`src/rtl/blk_xfer_pkg.sv`:
```
package blk_xfer_pkg;
    localparam int LIST_W     = 8;
    localparam int MASK_W     = 16;
    localparam int IDX_W      = $clog2(MASK_W);
    localparam int LIST_IDX_W = $clog2(LIST_W);
    localparam int AW         = 32;
    localparam int CNT_W      = $clog2(MASK_W + 1);
    localparam int SP_IDX     = 13;
    localparam int LINK_IDX   = 14;
    localparam int PC_IDX     = 15;
    localparam int WORD_BYTES = 4;

    typedef enum logic [1:0] {
        XOP_LOAD  = 2'd0,
        XOP_STORE = 2'd1,
        XOP_PUSH  = 2'd2,
        XOP_POP   = 2'd3
    } xop_e;

    typedef enum logic [1:0] {
        ST_IDLE  = 2'd0,
        ST_SETUP = 2'd1,
        ST_BEAT  = 2'd2,
        ST_DONE  = 2'd3
    } st_e;

    typedef struct packed {
        logic [AW-1:0]    new_base;
        logic             wb_en;
        logic [IDX_W-1:0] wb_idx;
        logic             pc_load;
    } finish_t;

    function automatic logic [CNT_W-1:0] count_bits(input logic [MASK_W-1:0] m);
        logic [CNT_W-1:0] c;
        c = '0;
        for (int i = 0; i < MASK_W; i++) c = c + CNT_W'(m[i]);
        return c;
    endfunction

    function automatic logic [MASK_W-1:0] drop_lowest(input logic [MASK_W-1:0] m);
        return m & (m - MASK_W'(1));
    endfunction
endpackage

```
`src/rtl/blk_xfer_pick.sv`:
```
module blk_xfer_pick
    import blk_xfer_pkg::*;
(
    input  logic [MASK_W-1:0] mask,
    output logic [IDX_W-1:0]  idx
);
    always_comb begin
        idx = '0;
        for (int i = MASK_W - 1; i >= 0; i--) begin
            if (mask[i]) idx = IDX_W'(i);
        end
    end
endmodule

```
`src/rtl/blk_xfer_plan.sv`:
```
module blk_xfer_plan
    import blk_xfer_pkg::*;
(
    input  xop_e              op,
    input  logic [LIST_W-1:0] list,
    input  logic              extra,
    input  logic [IDX_W-1:0]  bidx,
    input  logic [AW-1:0]     base,
    output logic [MASK_W-1:0] mask,
    output logic [AW-1:0]     first_addr,
    output finish_t           fin,
    output logic              misaligned
);
    logic [CNT_W-1:0] n_regs;
    logic [AW-1:0]    span;
    logic             base_in_list;
    logic             stack_op;

    always_comb begin
        mask = '0;
        mask[LIST_W-1:0] = list;
        if (extra && op == XOP_PUSH) mask[LINK_IDX] = 1'b1;
        if (extra && op == XOP_POP)  mask[PC_IDX]   = 1'b1;
    end

    assign n_regs       = count_bits(mask);
    assign span         = AW'(n_regs) * AW'(WORD_BYTES);
    assign stack_op     = (op == XOP_PUSH) || (op == XOP_POP);
    assign base_in_list = (32'(bidx) < LIST_W) && list[bidx[LIST_IDX_W-1:0]];
    assign misaligned   = |base[1:0];

    always_comb begin
        first_addr   = (op == XOP_PUSH) ? base - span : base;
        fin.new_base = (op == XOP_PUSH) ? base - span : base + span;
        fin.wb_idx   = stack_op ? IDX_W'(SP_IDX) : bidx;
        fin.wb_en    = (n_regs != '0) && !(op == XOP_LOAD && base_in_list);
        fin.pc_load  = mask[PC_IDX];
    end
endmodule

```
`src/rtl/blk_xfer_seq.sv`:
```
module blk_xfer_seq
    import blk_xfer_pkg::*;
(
    input  logic              clk,
    input  logic              rst,
    input  logic              start,
    input  logic [1:0]        op_kind,
    input  logic [LIST_W-1:0] reg_list,
    input  logic              incl_extra,
    input  logic [IDX_W-1:0]  base_idx,
    input  logic [AW-1:0]     base_addr,
    output logic              busy,
    output logic              beat_valid,
    output logic              beat_write,
    output logic [AW-1:0]     beat_addr,
    output logic [IDX_W-1:0]  beat_reg,
    output logic              done,
    output logic              base_we,
    output logic [IDX_W-1:0]  base_we_idx,
    output logic [AW-1:0]     base_new,
    output logic              branch,
    output logic              fault
);
    xop_e              op_in;
    logic [MASK_W-1:0] plan_mask;
    logic [AW-1:0]     plan_first;
    finish_t           plan_fin;
    logic              plan_misaligned;

    st_e               state;
    logic [MASK_W-1:0] mask_q;
    logic [AW-1:0]     addr_q;
    logic              write_q;
    finish_t           fin_q;
    logic              fault_q;
    logic [MASK_W-1:0] mask_rest;

    assign op_in = xop_e'(op_kind);

    blk_xfer_plan u_plan (
        .op         (op_in),
        .list       (reg_list),
        .extra      (incl_extra),
        .bidx       (base_idx),
        .base       (base_addr),
        .mask       (plan_mask),
        .first_addr (plan_first),
        .fin        (plan_fin),
        .misaligned (plan_misaligned)
    );

    blk_xfer_pick u_pick (
        .mask (mask_q),
        .idx  (beat_reg)
    );

    assign mask_rest = drop_lowest(mask_q);

    always_ff @(posedge clk) begin
        if (rst) begin
            state   <= ST_IDLE;
            mask_q  <= '0;
            addr_q  <= '0;
            write_q <= 1'b0;
            fin_q   <= '0;
            fault_q <= 1'b0;
        end else begin
            fault_q <= 1'b0;
            unique case (state)
                ST_IDLE: begin
                    if (start) begin
                        if (plan_misaligned) begin
                            fault_q <= 1'b1;
                        end else begin
                            state   <= ST_SETUP;
                            mask_q  <= plan_mask;
                            addr_q  <= plan_first;
                            write_q <= (op_in == XOP_STORE) || (op_in == XOP_PUSH);
                            fin_q   <= plan_fin;
                        end
                    end
                end
                ST_SETUP: begin
                    state <= (mask_q == '0) ? ST_DONE : ST_BEAT;
                end
                ST_BEAT: begin
                    mask_q <= mask_rest;
                    addr_q <= addr_q + AW'(WORD_BYTES);
                    if (mask_rest == '0) state <= ST_DONE;
                end
                ST_DONE: begin
                    state <= ST_IDLE;
                end
                default: state <= ST_IDLE;
            endcase
        end
    end

    assign busy        = (state != ST_IDLE);
    assign beat_valid  = (state == ST_BEAT);
    assign beat_write  = beat_valid && write_q;
    assign beat_addr   = addr_q;
    assign done        = (state == ST_DONE);
    assign base_we     = done && fin_q.wb_en;
    assign base_we_idx = fin_q.wb_idx;
    assign base_new    = fin_q.new_base;
    assign branch      = done && fin_q.pc_load;
    assign fault       = fault_q;
endmodule

```
`config.mk`:
```
export PLATFORM = sky130hd
export DESIGN_NAME = blk_xfer_seq
export DESIGN_NICKNAME = d
export VERILOG_FILES = /design/src/rtl/blk_xfer_pkg.sv /design/src/rtl/blk_xfer_pick.sv /design/src/rtl/blk_xfer_plan.sv /design/src/rtl/blk_xfer_seq.sv
export SDC_FILE = /design/constraint.sdc
export NUM_CORES = 1
export LEC_CHECK = 0
export ABC_AREA = 1
export CORE_MARGIN = 2
export CORE_UTILIZATION = 55
export DETAILED_ROUTE_END_ITERATION = 6
export GPL_TIMING_DRIVEN = 0
export PLACE_DENSITY = 0.89
export SYNTH_ARGS = -nofsm -noshare
export SYNTH_HDL_FRONTEND = slang
export SYNTH_SLANG_ARGS = --single-unit
```
`constraint.sdc`:
```
create_clock -name clk -period 5.5 [get_ports clk]
set_input_delay 0.825 -clock clk [delete_from_list [all_inputs] [get_ports clk]]
set_output_delay 0.825 -clock clk [all_outputs]
set_load 0.01 [all_outputs]
```
==> impl_metrics.json, run 1 <==
{
  "synth_warnings": 0,
  "clock_path_buffers": 2,
  "status": "finished clean",
  "synth_fp_nets": 1351,
  "antenna_found_initial": 0,
  "nNetsFinal": 1487,
  "crit_buf_inv": 5,
  "required_ps": 5800,
  "wire_per_inst_um": 18.62,
  "crit_path_max_fanout": 5,
  "detail-route-antenna-nets": 0,
  "routabilityCongestion": 1.008,
  "min_to": "base_new[0]",
  "hold_viol": 0,
  "max_freq_mhz": 188.2,
  "hp-start": "base_new[0]",
  "slew_viol_final": 0,
  "rows": 43,
  "endpoint_kind": "flip-flop",
  "pwr-share-clk_pct": 23.8,
  "drive_gt1_share_pct": 10.49,
  "fin_skew_ps": 8.766,
  "yosys.area.top_type": "dfxtp_1",
  "p_switching_mw": 1.187,
  "crit_arrival_ps": 5610,
  "clock_latency_ps": 370,
  "syn2layout_area_growth_pct": 23.21,
  "ys_types": 50,
  "synthFlopType": "dfxtp_1",
  "synth_common_cells": "nand2_1 (289), inv_1 (146), nor2_1 (132), nand3_1 (109), dfxtp_1 (90)",
  "slowest_delay_ps": 580,
  "post-dp-hpwl_um": 22690,
  "final.setup.worst_slack_ps": 186.5,
  "grt_pass1_vias": 8583,
  "via_per_inst": 5.898,
  "r2r-end": "beat_addr[3]",
  "stdcell_count": 1591,
  "period_share_pct": 96.61,
  "die_height_um": 123.0,
  "htreeDepth": 3,
  "clk_pin_slew_worst_paths_ps": 70,
  "die_area_mm2": 0.01512,
  "firstDrtPassIters": 6,
  "wl_um": 29630,
  "dp.cells": 1571,
  "clock_sinks": 90,
  "powerDensity_mw_per_mm2": 292.1,
  "post-synth-top-count-cell": "nand2_1",
  "rsz0062_at_grt": "false",
  "combPwrFrac_pct": 46.8,
  "tightestPinTransition_ps": 881.1,
  "crit_slowest_cell": "fa_2",
  "hold_buffers": 0,
  "via_count": 9383,
  "criticalPathCategory": "in2reg",
  "synthTopCellsByArea": "dfxtp_1 (23%), nand2_1 (14%), inv_1 (7.0%)",
  "grt_overflow": 0,
  "maxCapViolCount": 0,
  "syn_inst": 1270,
  "leakagePower_nw": 4.257,
  "grt.total_usage_pct": 39.80,
  "peakVddDrop_v": 0.0002298,
  "ff2ff_path_depth": 8,
  "r2r_slack_ps": 3080,
  "path_delay_family": "adder cells",
  "grt_pass1_wl_um": 45300,
  "syn_area_mm2": 0.007785,
  "start_util_pct": 56.30,
  "max-slew-margin-rel_pct": 41.26,
  "synth_seq_cells": 90,
  "drt_iter0_markers": 1265,
  "synth_edf_count": 0,
  "pwr-share-seq_pct": 29.5,
  "grt_max_degree": 17,
  "drc_errors": 0,
  "intPower_mw": 1.614,
  "swShare_pct": 42.38,
  "cts_tree": "built",
  "post-place-ws_ps": -594.0,
  "r2r-start": "state[0]",
  "async_flop_share_pct": 0,
  "min_period_ps": 5314,
  "dieWidth_um": 123.0,
  "setup_violations": 0,
  "insertedDiodeCount": 0,
  "placed_area_mm2": 0.009221,
  "synth_area_per_cell_um2": 6.130,
  "whs_ps": 458.1,
  "stdcell_area_mm2": 0.009592,
  "synth_top_area_share_pct": 23.14,
  "yosysSeqAreaShare_pct": 23.14,
  "numCtsBuffers": 9,
  "hp-class": "reg2reg",
  "tns_ps": 0,
  "io_pins": 129,
  "coreArea_mm2": 0.01383,
  "crit_chain": "clkdlybuf4s50_1 -> inv_1 -> fa_1 -> fa_1 -> fa_1 -> fa_2 -> fa_2 -> inv_1 -> fa_1 -> inv_1 -> nand2_2 -> nand2_2 -> nand2_4 -> nand2_1 -> inv_1 -> nand2_1 -> nor2_1 -> nand2_1 -> nand3_1 -> o21ai_1 -> nand2_1 -> a21oi_1",
  "hold_depth": 2,
  "setup.worst_path.start_class": "input port",
  "root_buffer": "clkbuf_16",
  "io_buffers": 121
}
## worst min-delay path, delay by kind of cell, from the launching register on
family	cells	cell delay [ps]
AND/OR/NAND/NOR	1	70
buffers and inverters	1	40
flip-flops	1	310
## worst max-delay path by stage
stage               cells after the start  slack, ps             to        start
global route                           23         30  beat_addr[18]  reg_list[4]
floorplan                              22        450   base_new[26]  reg_list[0]
global placement                       23       -560   base_new[24]  reg_list[1]
CTS                                    24         20  beat_addr[18]  reg_list[0]
detailed placement                     23       -590   base_new[24]  reg_list[0]
finish                                 22        190  beat_addr[28]  reg_list[4]
## area by class of cell
cell class,count,area [um2]
fillers,1282,4235
plain buffers,88,519.2
clock inverters,6,71.32
multi-input cells,933,4898
flip-flops and latches,90,1802
inverters,159,598.1
repair buffers,125,1249
well taps,180,225.2
clock buffers,10,229.0
## routing by layer
metal	GRT usage [%]	part of all wire (%)
met5	0	0
met3	8.902	10
met4	19.82	5.1
met2	61.88	44
met1	51.99	41
## power groups by stage
stage / logic [mW] / clock network, mW / registers (mW)
5_1_grt: 1.43 / 0.695 / 0.835
3_3_place_gp: 1.21 / 0 / 0.835
2_1_floorplan: 0.763 / 0 / 0.830
3_5_place_dp: 1.23 / 0 / 0.836
6_report: 1.31 / 0.666 / 0.826
4_1_cts: 1.27 / 0.664 / 0.822
## layout by cell type (no fill, tap or decap), drive strengths merged
cell type      instances
ha                    23
o211ai                11
xor2                  15
a21o                   2
fa                     8
o21bai                 2
nor4                   3
buf                   67
nor3                  32
clkinvlp               1
a31oi                 20
nor3b                  2
clkinv                 5
or2                    6
inv                  158
clkdlybuf4s50        118
o21a                   7
a21oi                 83
nand3                111
o221a                  3
a22oi                  1
nand3b                 4
o22ai                  1
nor2                 156
bufinv                 1
clkbuf                35
and2                   1
dfxtp                 90
a211oi                 5
dlymetal6s2s           3
and3                   1
o21ai                 97
nand2                301
xnor2                  4
o31ai                  3
a221oi                 5
nand4                 26
## through the flow
stage,total power [mW],utilization (%)
detailed placement,2.069,66.69
global placement,2.045,66.69
global route,2.956,69.37
floorplan,1.593,-
finish,2.802,69.37
CTS,2.755,69.14
## sequential cells by signal, summed over array words and instances, names as in the netlist
register / count
base_new: 32
base_we_idx: 4
beat_addr: 32
fault: 1
fin_q: 2
mask_q: 16
state: 2
write_q: 1
## kinds of logic after synthesis
family,after synthesis,synth area share [%]
and+or+nand+nor,643,37.22
buffers and inverters,247,14.35
AOI/OAI and AO/OA,240,17.39
DFF,90,23.14
adders and majority gates,31,5.754
xor gates and xnor gates,19,2.138
## repair_timing
action	in CTS	in global routing
gates resized for setup	6	6
setup buffers	2	2
endpoints found under the hold margin	0	0
endpoints found under the setup margin	41	50
pin swaps	5	3
(Power assumes the default switching activity.)
==> run 2: changes to the inputs <==
ABC_CLOCK_PERIOD_IN_PS = 5500   (was unset)
==> results of run 2 <==
No change in the layout: final DEF, timing and power equal those of run 1.
